**config.mk**
```make
export PLATFORM = sky130hd
export DESIGN_NAME = shapeEdgeSeq
export DESIGN_NICKNAME = d
export VERILOG_FILES = /design/src/rtl/shapeSeqPkg.sv /design/src/rtl/shapeSeqCtrl.sv /design/src/rtl/shapeSeqData.sv /design/src/rtl/shapeEdgeSeq.sv
export SDC_FILE = /design/constraint.sdc
export NUM_CORES = 1
export LEC_CHECK = 0
export ABC_AREA = 1
export BUFFER_PORTS_ARGS = -buffer_cell sky130_fd_sc_hd__buf_2
export CORE_MARGIN = 4
export CORE_UTILIZATION = 30
export CTS_BUF_LIST = sky130_fd_sc_hd__clkbuf_4
export CTS_CLUSTER_DIAMETER = 80
export DETAILED_ROUTE_END_ITERATION = 6
export PLACE_DENSITY = 0.49
export SLEW_MARGIN = 10
export SYNTH_ARGS = -nofsm -noshare
export SYNTH_HDL_FRONTEND = slang
export SYNTH_SLANG_ARGS = --single-unit
```
**constraint.sdc**
```tcl
create_clock -name clk -period 6.1 [get_ports clk]
set_clock_uncertainty 0.15 [all_clocks]
set_input_delay 0 -clock clk [delete_from_list [all_inputs] [get_ports clk]]
set_output_delay 0 -clock clk [all_outputs]
set_load 0.01 [all_outputs]
```
**src/rtl/shapeSeqPkg.sv**
```systemverilog
package shapeSeqPkg;
  localparam int STG_W = 3;

  typedef struct packed {
    logic [1:0] ax;
    logic [1:0] ay;
    logic [1:0] bx;
    logic [1:0] by;
  } vtxSel_t;

  typedef struct packed {
    logic             ld1;
    logic             ld2;
    logic [3:0]       shape;
    logic [STG_W-1:0] st1;
    logic [STG_W-1:0] st2;
  } seqStrobe_t;

  // Stage count per generator; filled codes (bit 3 set) get none.
  function automatic logic [STG_W-1:0] stageCount(input logic gen2, input logic [3:0] shape);
    case (shape)
      4'd1, 4'd2: return gen2 ? 3'd0 : 3'd1;
      4'd3:       return gen2 ? 3'd2 : 3'd1;
      4'd4, 4'd5: return gen2 ? 3'd0 : 3'd4;
      default:    return 3'd0;
    endcase
  endfunction

  function automatic vtxSel_t stageSel(input logic gen2, input logic [3:0] shape,
                                       input logic [STG_W-1:0] stg);
    vtxSel_t s;
    s = '0;
    if (stg < stageCount(gen2, shape)) begin
      case (shape)
        4'd2: begin s.bx = 2'd1; s.by = 2'd1; end
        4'd3: begin
          if (!gen2) begin
            s.bx = 2'd2; s.by = 2'd2;
          end else begin
            s.ax = stg[1:0]; s.ay = stg[1:0];
            s.bx = stg[1:0] + 2'd1; s.by = stg[1:0] + 2'd1;
          end
        end
        4'd4: begin
          case (stg[1:0])
            2'd0: begin s.ax = 2'd0; s.ay = 2'd0; s.bx = 2'd1; s.by = 2'd0; end
            2'd1: begin s.ax = 2'd1; s.ay = 2'd0; s.bx = 2'd1; s.by = 2'd1; end
            2'd2: begin s.ax = 2'd1; s.ay = 2'd1; s.bx = 2'd0; s.by = 2'd1; end
            default: begin s.ax = 2'd0; s.ay = 2'd1; s.bx = 2'd0; s.by = 2'd0; end
          endcase
        end
        4'd5: begin
          s.ax = stg[1:0]; s.ay = stg[1:0];
          s.bx = stg[1:0] + 2'd1; s.by = stg[1:0] + 2'd1;
        end
        default: s = '0;
      endcase
    end
    return s;
  endfunction
endpackage

```
**src/rtl/shapeSeqCtrl.sv**
```systemverilog
module shapeSeqCtrl
  import shapeSeqPkg::*;
(
  input  logic       clk,
  input  logic       rst,
  input  logic       cmdValid,
  input  logic [7:0] cmdByte,
  input  logic       edge1Done,
  input  logic       edge2Done,
  input  logic       edge1YStop,
  input  logic       edge2YStop,
  input  logic       spanBusy,
  output logic       cmdTake,
  output logic       busy,
  output logic       edge1Run,
  output logic       edge2Run,
  output logic       edge1StopEn,
  output logic       edge2StopEn,
  output seqStrobe_t strobe
);
  logic [STG_W-1:0] seq1, seq2, end1, end2;
  logic [3:0]       shapeReg;
  logic             edge2Started, prevY1, prevY2;
  logic             active1, active2, adv1, adv2, rise1, rise2;

  always_comb begin
    active1 = seq1 != end1;
    active2 = seq2 != end2;
    busy    = active1 || active2 || spanBusy;
    cmdTake = cmdValid && !busy && (cmdByte[7:5] == 3'd0) && (cmdByte[2:0] != 3'd0);
    adv1    = edge1Done && active1;
    adv2    = edge2Done && active2;
    rise1   = edge1YStop && !prevY1;
    rise2   = edge2YStop && !prevY2;

    edge1Run    = active1 && !edge1Done;
    edge2Run    = active2 && (edge2Started || edge1YStop) && !edge2Done;
    edge1StopEn = active2 && !rise2;
    edge2StopEn = active1 && !rise1;

    strobe.ld1   = cmdTake || adv1;
    strobe.ld2   = cmdTake || adv2;
    strobe.shape = cmdTake ? cmdByte[3:0] : shapeReg;
    strobe.st1   = cmdTake ? '0 : seq1 + 3'd1;
    strobe.st2   = cmdTake ? '0 : seq2 + 3'd1;
  end

  always_ff @(posedge clk) begin
    if (rst) begin
      seq1 <= '0; seq2 <= '0; end1 <= '0; end2 <= '0;
      shapeReg <= '0; edge2Started <= 1'b0;
      prevY1 <= 1'b0; prevY2 <= 1'b0;
    end else begin
      prevY1 <= edge1YStop;
      prevY2 <= edge2YStop;
      if (cmdTake) begin
        shapeReg     <= cmdByte[3:0];
        end1         <= stageCount(1'b0, cmdByte[3:0]);
        end2         <= stageCount(1'b1, cmdByte[3:0]);
        seq1         <= '0;
        seq2         <= '0;
        edge2Started <= 1'b0;
      end else begin
        if (adv1) seq1 <= seq1 + 3'd1;
        if (adv2) seq2 <= seq2 + 3'd1;
        if (active2 && edge1YStop) edge2Started <= 1'b1;
      end
    end
  end

  // counters never pass their end value
  assert_seq_bound_R9: assert property (@(posedge clk) disable iff (rst)
    (seq1 <= end1) && (seq2 <= end2));
  // a completion pulse while pending moves the counter by one
  assert_advance_R9: assert property (@(posedge clk) disable iff (rst)
    (edge1Done && active1 && !cmdTake) |=> (seq1 == $past(seq1) + 3'd1));
  // without a pulse or a new command the counter holds
  assert_hold_R9: assert property (@(posedge clk) disable iff (rst)
    (!edge2Done && !cmdTake) |=> $stable(seq2));
  // edge-2 runs only once edge-1 has reported a Y stop
  assert_edge2_gate_R11: assert property (@(posedge clk) disable iff (rst)
    cmdTake |=> (!edge2Run || edge1YStop));
endmodule

```
**src/rtl/shapeSeqData.sv**
```systemverilog
module shapeSeqData
  import shapeSeqPkg::*;
#(
  parameter int CW = 12
) (
  input  logic            clk,
  input  logic            rst,
  input  logic            vtxWe,
  input  logic [15:0]     vtxWord,
  input  seqStrobe_t      strobe,
  output logic [7:0]      edge1Sel,
  output logic [7:0]      edge2Sel,
  output logic [4*CW-1:0] edge1Pts,
  output logic [4*CW-1:0] edge2Pts
);
  localparam int NV = 4;

  logic [CW-1:0] xReg [NV];
  logic [CW-1:0] yReg [NV];
  vtxSel_t       sel1, sel2;

  always_ff @(posedge clk) begin
    if (rst) begin
      for (int i = 0; i < NV; i++) begin
        xReg[i] <= '0;
        yReg[i] <= '0;
      end
    end else if (vtxWe && vtxWord[15]) begin
      if (vtxWord[14]) yReg[vtxWord[13:12]] <= vtxWord[CW-1:0];
      else             xReg[vtxWord[13:12]] <= vtxWord[CW-1:0];
    end
  end

  always_ff @(posedge clk) begin
    if (rst) begin
      sel1 <= '0;
      sel2 <= '0;
    end else begin
      if (strobe.ld1) sel1 <= stageSel(1'b0, strobe.shape, strobe.st1);
      if (strobe.ld2) sel2 <= stageSel(1'b1, strobe.shape, strobe.st2);
    end
  end

  always_comb begin
    edge1Sel = sel1;
    edge2Sel = sel2;
    edge1Pts = {xReg[sel1.ax], yReg[sel1.ay], xReg[sel1.bx], yReg[sel1.by]};
    edge2Pts = {xReg[sel2.ax], yReg[sel2.ay], xReg[sel2.bx], yReg[sel2.by]};
  end

  // a selection only changes on a load strobe
  assert_sel_hold_R9: assert property (@(posedge clk) disable iff (rst)
    !strobe.ld1 |=> $stable(sel1));

  for (genvar g = 0; g < NV; g++) begin : gVtxChk
    // words with bit 15 clear leave every vertex untouched
    assert_vtx_ignore_R3: assert property (@(posedge clk) disable iff (rst)
      (!vtxWe || !vtxWord[15]) |=> ($stable(xReg[g]) && $stable(yReg[g])));
  end
endmodule

```
**src/rtl/shapeEdgeSeq.sv**
```systemverilog
module shapeEdgeSeq
  import shapeSeqPkg::*;
#(
  parameter int CW = 12
) (
  input  logic            clk,
  input  logic            rst,
  input  logic            cmdValid,
  input  logic [7:0]      cmdByte,
  input  logic            vtxWe,
  input  logic [15:0]     vtxWord,
  input  logic            edge1Done,
  input  logic            edge2Done,
  input  logic            edge1YStop,
  input  logic            edge2YStop,
  input  logic            spanBusy,
  output logic            cmdTake,
  output logic            busy,
  output logic            edge1Run,
  output logic            edge2Run,
  output logic            edge1StopEn,
  output logic            edge2StopEn,
  output logic [7:0]      edge1Sel,
  output logic [7:0]      edge2Sel,
  output logic [4*CW-1:0] edge1Pts,
  output logic [4*CW-1:0] edge2Pts
);
  seqStrobe_t strobe;

  shapeSeqCtrl ctrl_i (
    .clk(clk), .rst(rst), .cmdValid(cmdValid), .cmdByte(cmdByte),
    .edge1Done(edge1Done), .edge2Done(edge2Done),
    .edge1YStop(edge1YStop), .edge2YStop(edge2YStop), .spanBusy(spanBusy),
    .cmdTake(cmdTake), .busy(busy), .edge1Run(edge1Run), .edge2Run(edge2Run),
    .edge1StopEn(edge1StopEn), .edge2StopEn(edge2StopEn), .strobe(strobe)
  );

  shapeSeqData #(.CW(CW)) data_i (
    .clk(clk), .rst(rst), .vtxWe(vtxWe), .vtxWord(vtxWord), .strobe(strobe),
    .edge1Sel(edge1Sel), .edge2Sel(edge2Sel), .edge1Pts(edge1Pts), .edge2Pts(edge2Pts)
  );
endmodule

```
==> results.json <==
{
  "cts.sink_count": 136,
  "synth_fa_ha_area_share_pct": 0.481,
  "rsz0062_at_grt": "false",
  "arrival_ns": 3.83,
  "path_delay_family": "simple AND/OR/NAND/NOR gates",
  "critPathMostFrequentCell": "nand2_1",
  "worstPathCellList": "dlygate4sd3_1, buf_2, inv_1, nand4_1, nor2_1, nand2_1, nand2_1",
  "top_layer_used": "met5",
  "run_status": "completed",
  "final_nets": 1212,
  "p_leak_nw": 3.87,
  "wl_met2_um": 13200,
  "numCtsBuffers": 17,
  "grt_pass1_wl_um": 45300,
  "holdCritPathClass": "in -> reg",
  "crit_buf_inv": 3,
  "synth_compound_area_share_pct": 22.2,
  "cpMaxStageDelayCell": "nand4_1",
  "drv_cap": 0,
  "drt_pass1_iterations": 5,
  "critPathKind": "in -> reg",
  "vias": 8149,
  "gp_congestion": 0.898,
  "worst_slack_ns": 2.32,
  "fin_setup_tns_ns": 0,
  "yosysSeqAreaShare_pct": 47.2,
  "setup_viol": 0,
  "synth_cell_types": 31,
  "drtIter0Drc": 825,
  "die_width_um": 169,
  "muxShareOfSynthArea_pct": 0,
  "finalWirelength_um": 29900,
  "antenna_found_initial": 5,
  "cp-end-kind": "flip-flop",
  "clock_latency_ns": 0.54,
  "cts_root_buffer": "clkbuf_4",
  "fmax_mhz": 264,
  "fp-row-count": 58,
  "design.core.area_sq_mm": 0.0254,
  "yosys_warnings": 0,
  "post-place-ws_ns": 2.37,
  "max_slew.worst_pin.slew_ns": 1.08,
  "die_h_um": 169,
  "ant_nets": 0,
  "initial_core_util_pct": 30.7,
  "final_cell_mix": "nor2_1, o21ai_0, buf_2, o22ai_1, edfxtp_1",
  "htree_levels": 4,
  "drt-met1-wl_um": 13200,
  "grt_start_max_net_pins": 26,
  "wl_per_cell_um": 19.7,
  "synth_top_family_by_area": "simple AND/OR/NAND/NOR gates",
  "final_common_cell": "nor2_1",
  "powerDensity_mw_per_mm2": 196,
  "ios": 151,
  "critPathLaunchType": "input port",
  "clockBufferDepth": 2,
  "remaining_drc_errors": 0,
  "place_hpwl_um": 19700,
  "relSlewSlack_pct": 28.1,
  "period_share_pct": 62.0,
  "yosys.area_share.simple_pct": 23.4,
  "max_stage_delay_ns": 0.91,
  "synth_area_sq_mm": 0.00780,
  "area_growth_pct": 20.8,
  "grtUsageTotal_pct": 20.3,
  "layout-drive-gt1-share_pct": 19.2,
  "clk_pin_slew_ns": 0.13,
  "grt_pass1_vias": 7553,
  "path_max_fanout": 18,
  "wl_met3_um": 3020,
  "ir_worst_vdd_mv": 0.134,
  "cts-resized-gates": 0,
  "port_buffers": 149,
  "cp.required_ns": 6.15,
  "drv_slew": 0,
  "hold_violations": 0,
  "dieArea_sq_mm": 0.0286,
  "routed_via_density": 5.35,
  "post-route-min-period_ns": 3.78,
  "synth_seq_cells": 136,
  "post-cts-setup-buffers": 0,
  "globalRouteOverflowTotal": 0,
  "hold_buffers": 37,
  "syn_inst": 1024,
  "synth-xor-area-share_pct": 0.225,
  "syn_area_per_cell_sq_um": 7.61,
  "cts_tree": "yes",
  "mappedNetlistNets": 1060
}
==> path summary, 6_finish.rpt <==
check	from	endpoint	slack [ns]	depth (start not counted)
setup / recovery	rst	data_i.yReg[0][9]	2.32	7
hold reg to reg	data_i.edge2Sel[0]	flip-flop	0.34	2
hold / removal	edge1YStop	ctrl_i.edge2Started	0.12	4
setup reg to reg	ctrl_i.seq1[0]	ctrl_i.shapeReg[1]	3.12	10
==> power breakdown <==
part           internal (mW)  switching [mW]  total (mW)  leakage (nW)
clock                  0.179           0.385       0.564         0.147
combinational         0.0782           0.129       0.208          2.48
sequential              1.03          0.0473        1.08          1.24
total                   1.29           0.562        1.85          3.87
==> tightest hold or removal path, cell delays in order <==
cell and delay, ns:
dlygate4sd3_1 0.52, buf_2 0.12, a21oi_1 0.06, nor2_1 0.08
==> cell usage after synthesis <==
master | number | area share, %
or2_2 | 1 | 0.080
inv_1 | 56 | 2.7
a21oi_2 | 3 | 0.34
nand3b_2 | 1 | 0.14
buf_4 | 4 | 0.39
nor3_2 | 1 | 0.13
o21ai_1 | 2 | 0.13
nand2_2 | 9 | 0.72
ha_1 | 3 | 0.48
edfxtp_1 | 96 | 37
nand3b_1 | 2 | 0.19
a21oi_1 | 17 | 1.1
inv_2 | 5 | 0.24
buf_6 | 2 | 0.29
nor2_1 | 303 | 15
nor2_4 | 5 | 0.72
nand2_1 | 73 | 3.5
nand4_1 | 5 | 0.40
clkbuf_1 | 59 | 2.8
xor2_1 | 1 | 0.11
o21ai_2 | 1 | 0.11
a211oi_1 | 1 | 0.096
o32ai_1 | 2 | 0.22
o21ai_0 | 194 | 12
nand3_2 | 4 | 0.51
nand3_1 | 24 | 1.5
xnor2_1 | 1 | 0.11
dfxtp_1 | 40 | 10
nor3_1 | 8 | 0.51
o22ai_1 | 97 | 7.8
nor2_2 | 4 | 0.32
==> layer usage <==
metal  vias to the layer above  track usage, %
li1                       3848               -
met1                      3821            28.1
met2                       426            31.6
met3                        50            5.68
met4                         4            5.08
met5                         -               0
==> flip-flops by register name, summed over array words and instances (netlist names), named ones only <==
register             count
data_i.xReg             48
ctrl_i.shapeReg          4
ctrl_i.seq1              3
data_i.yReg             48
ctrl_i.edge2Started      1
ctrl_i.end1              2
data_i.edge2Sel          6
data_i.edge1Sel          6
ctrl_i.end2              1
ctrl_i.prevY1            1
ctrl_i.prevY2            1
ctrl_i.seq2              3
==> stage by stage <==
step | total power, mW | cell area (sq um) | hold slack (ns) | instances | utilization, %
4_1_cts | 1.86 | 9410 | 0.0814 | 1519 | 37.0
3_3_place_gp | 1.29 | 8780 | 0.0696 | 1450 | 34.6
2_1_floorplan | 1.18 | 7800 | -0.102 | 1024 | -
3_5_place_dp | 1.29 | 8780 | 0.0690 | 1450 | 34.6
6_report | 1.85 | 9420 | 0.117 | 1522 | 37.1
5_1_grt | 1.92 | 9420 | 0.119 | 1522 | 37.1
==> final cells by class <==
class                           instances  area (sq um)
Clock buffer                           17           128
Antenna cell                            3          7.51
Fill cell                            2698         16000
Inverter                               61           229
Clock inverter                         15           135
Multi-Input combinational cell        762          3620
Tap cell                              330           413
Timing Repair Buffer                  198          1210
Sequential cell                       136          3680
==> kinds of logic (layout without fill, tap and decap cells) <==
| family | after synthesis | after routing |
|---|---|---|
| and+or+nand+nor | 440 | 440 |
| xor gates and xnor gates | 2 | 2 |
| AOI/OAI and AO/OA | 317 | 317 |
| adders and majority gates | 3 | 3 |
| other | 0 | 3 |
| DFF | 136 | 136 |
| buffers and inverters | 126 | 291 |
No activity file was read; power rests on OpenSTA's default activity.
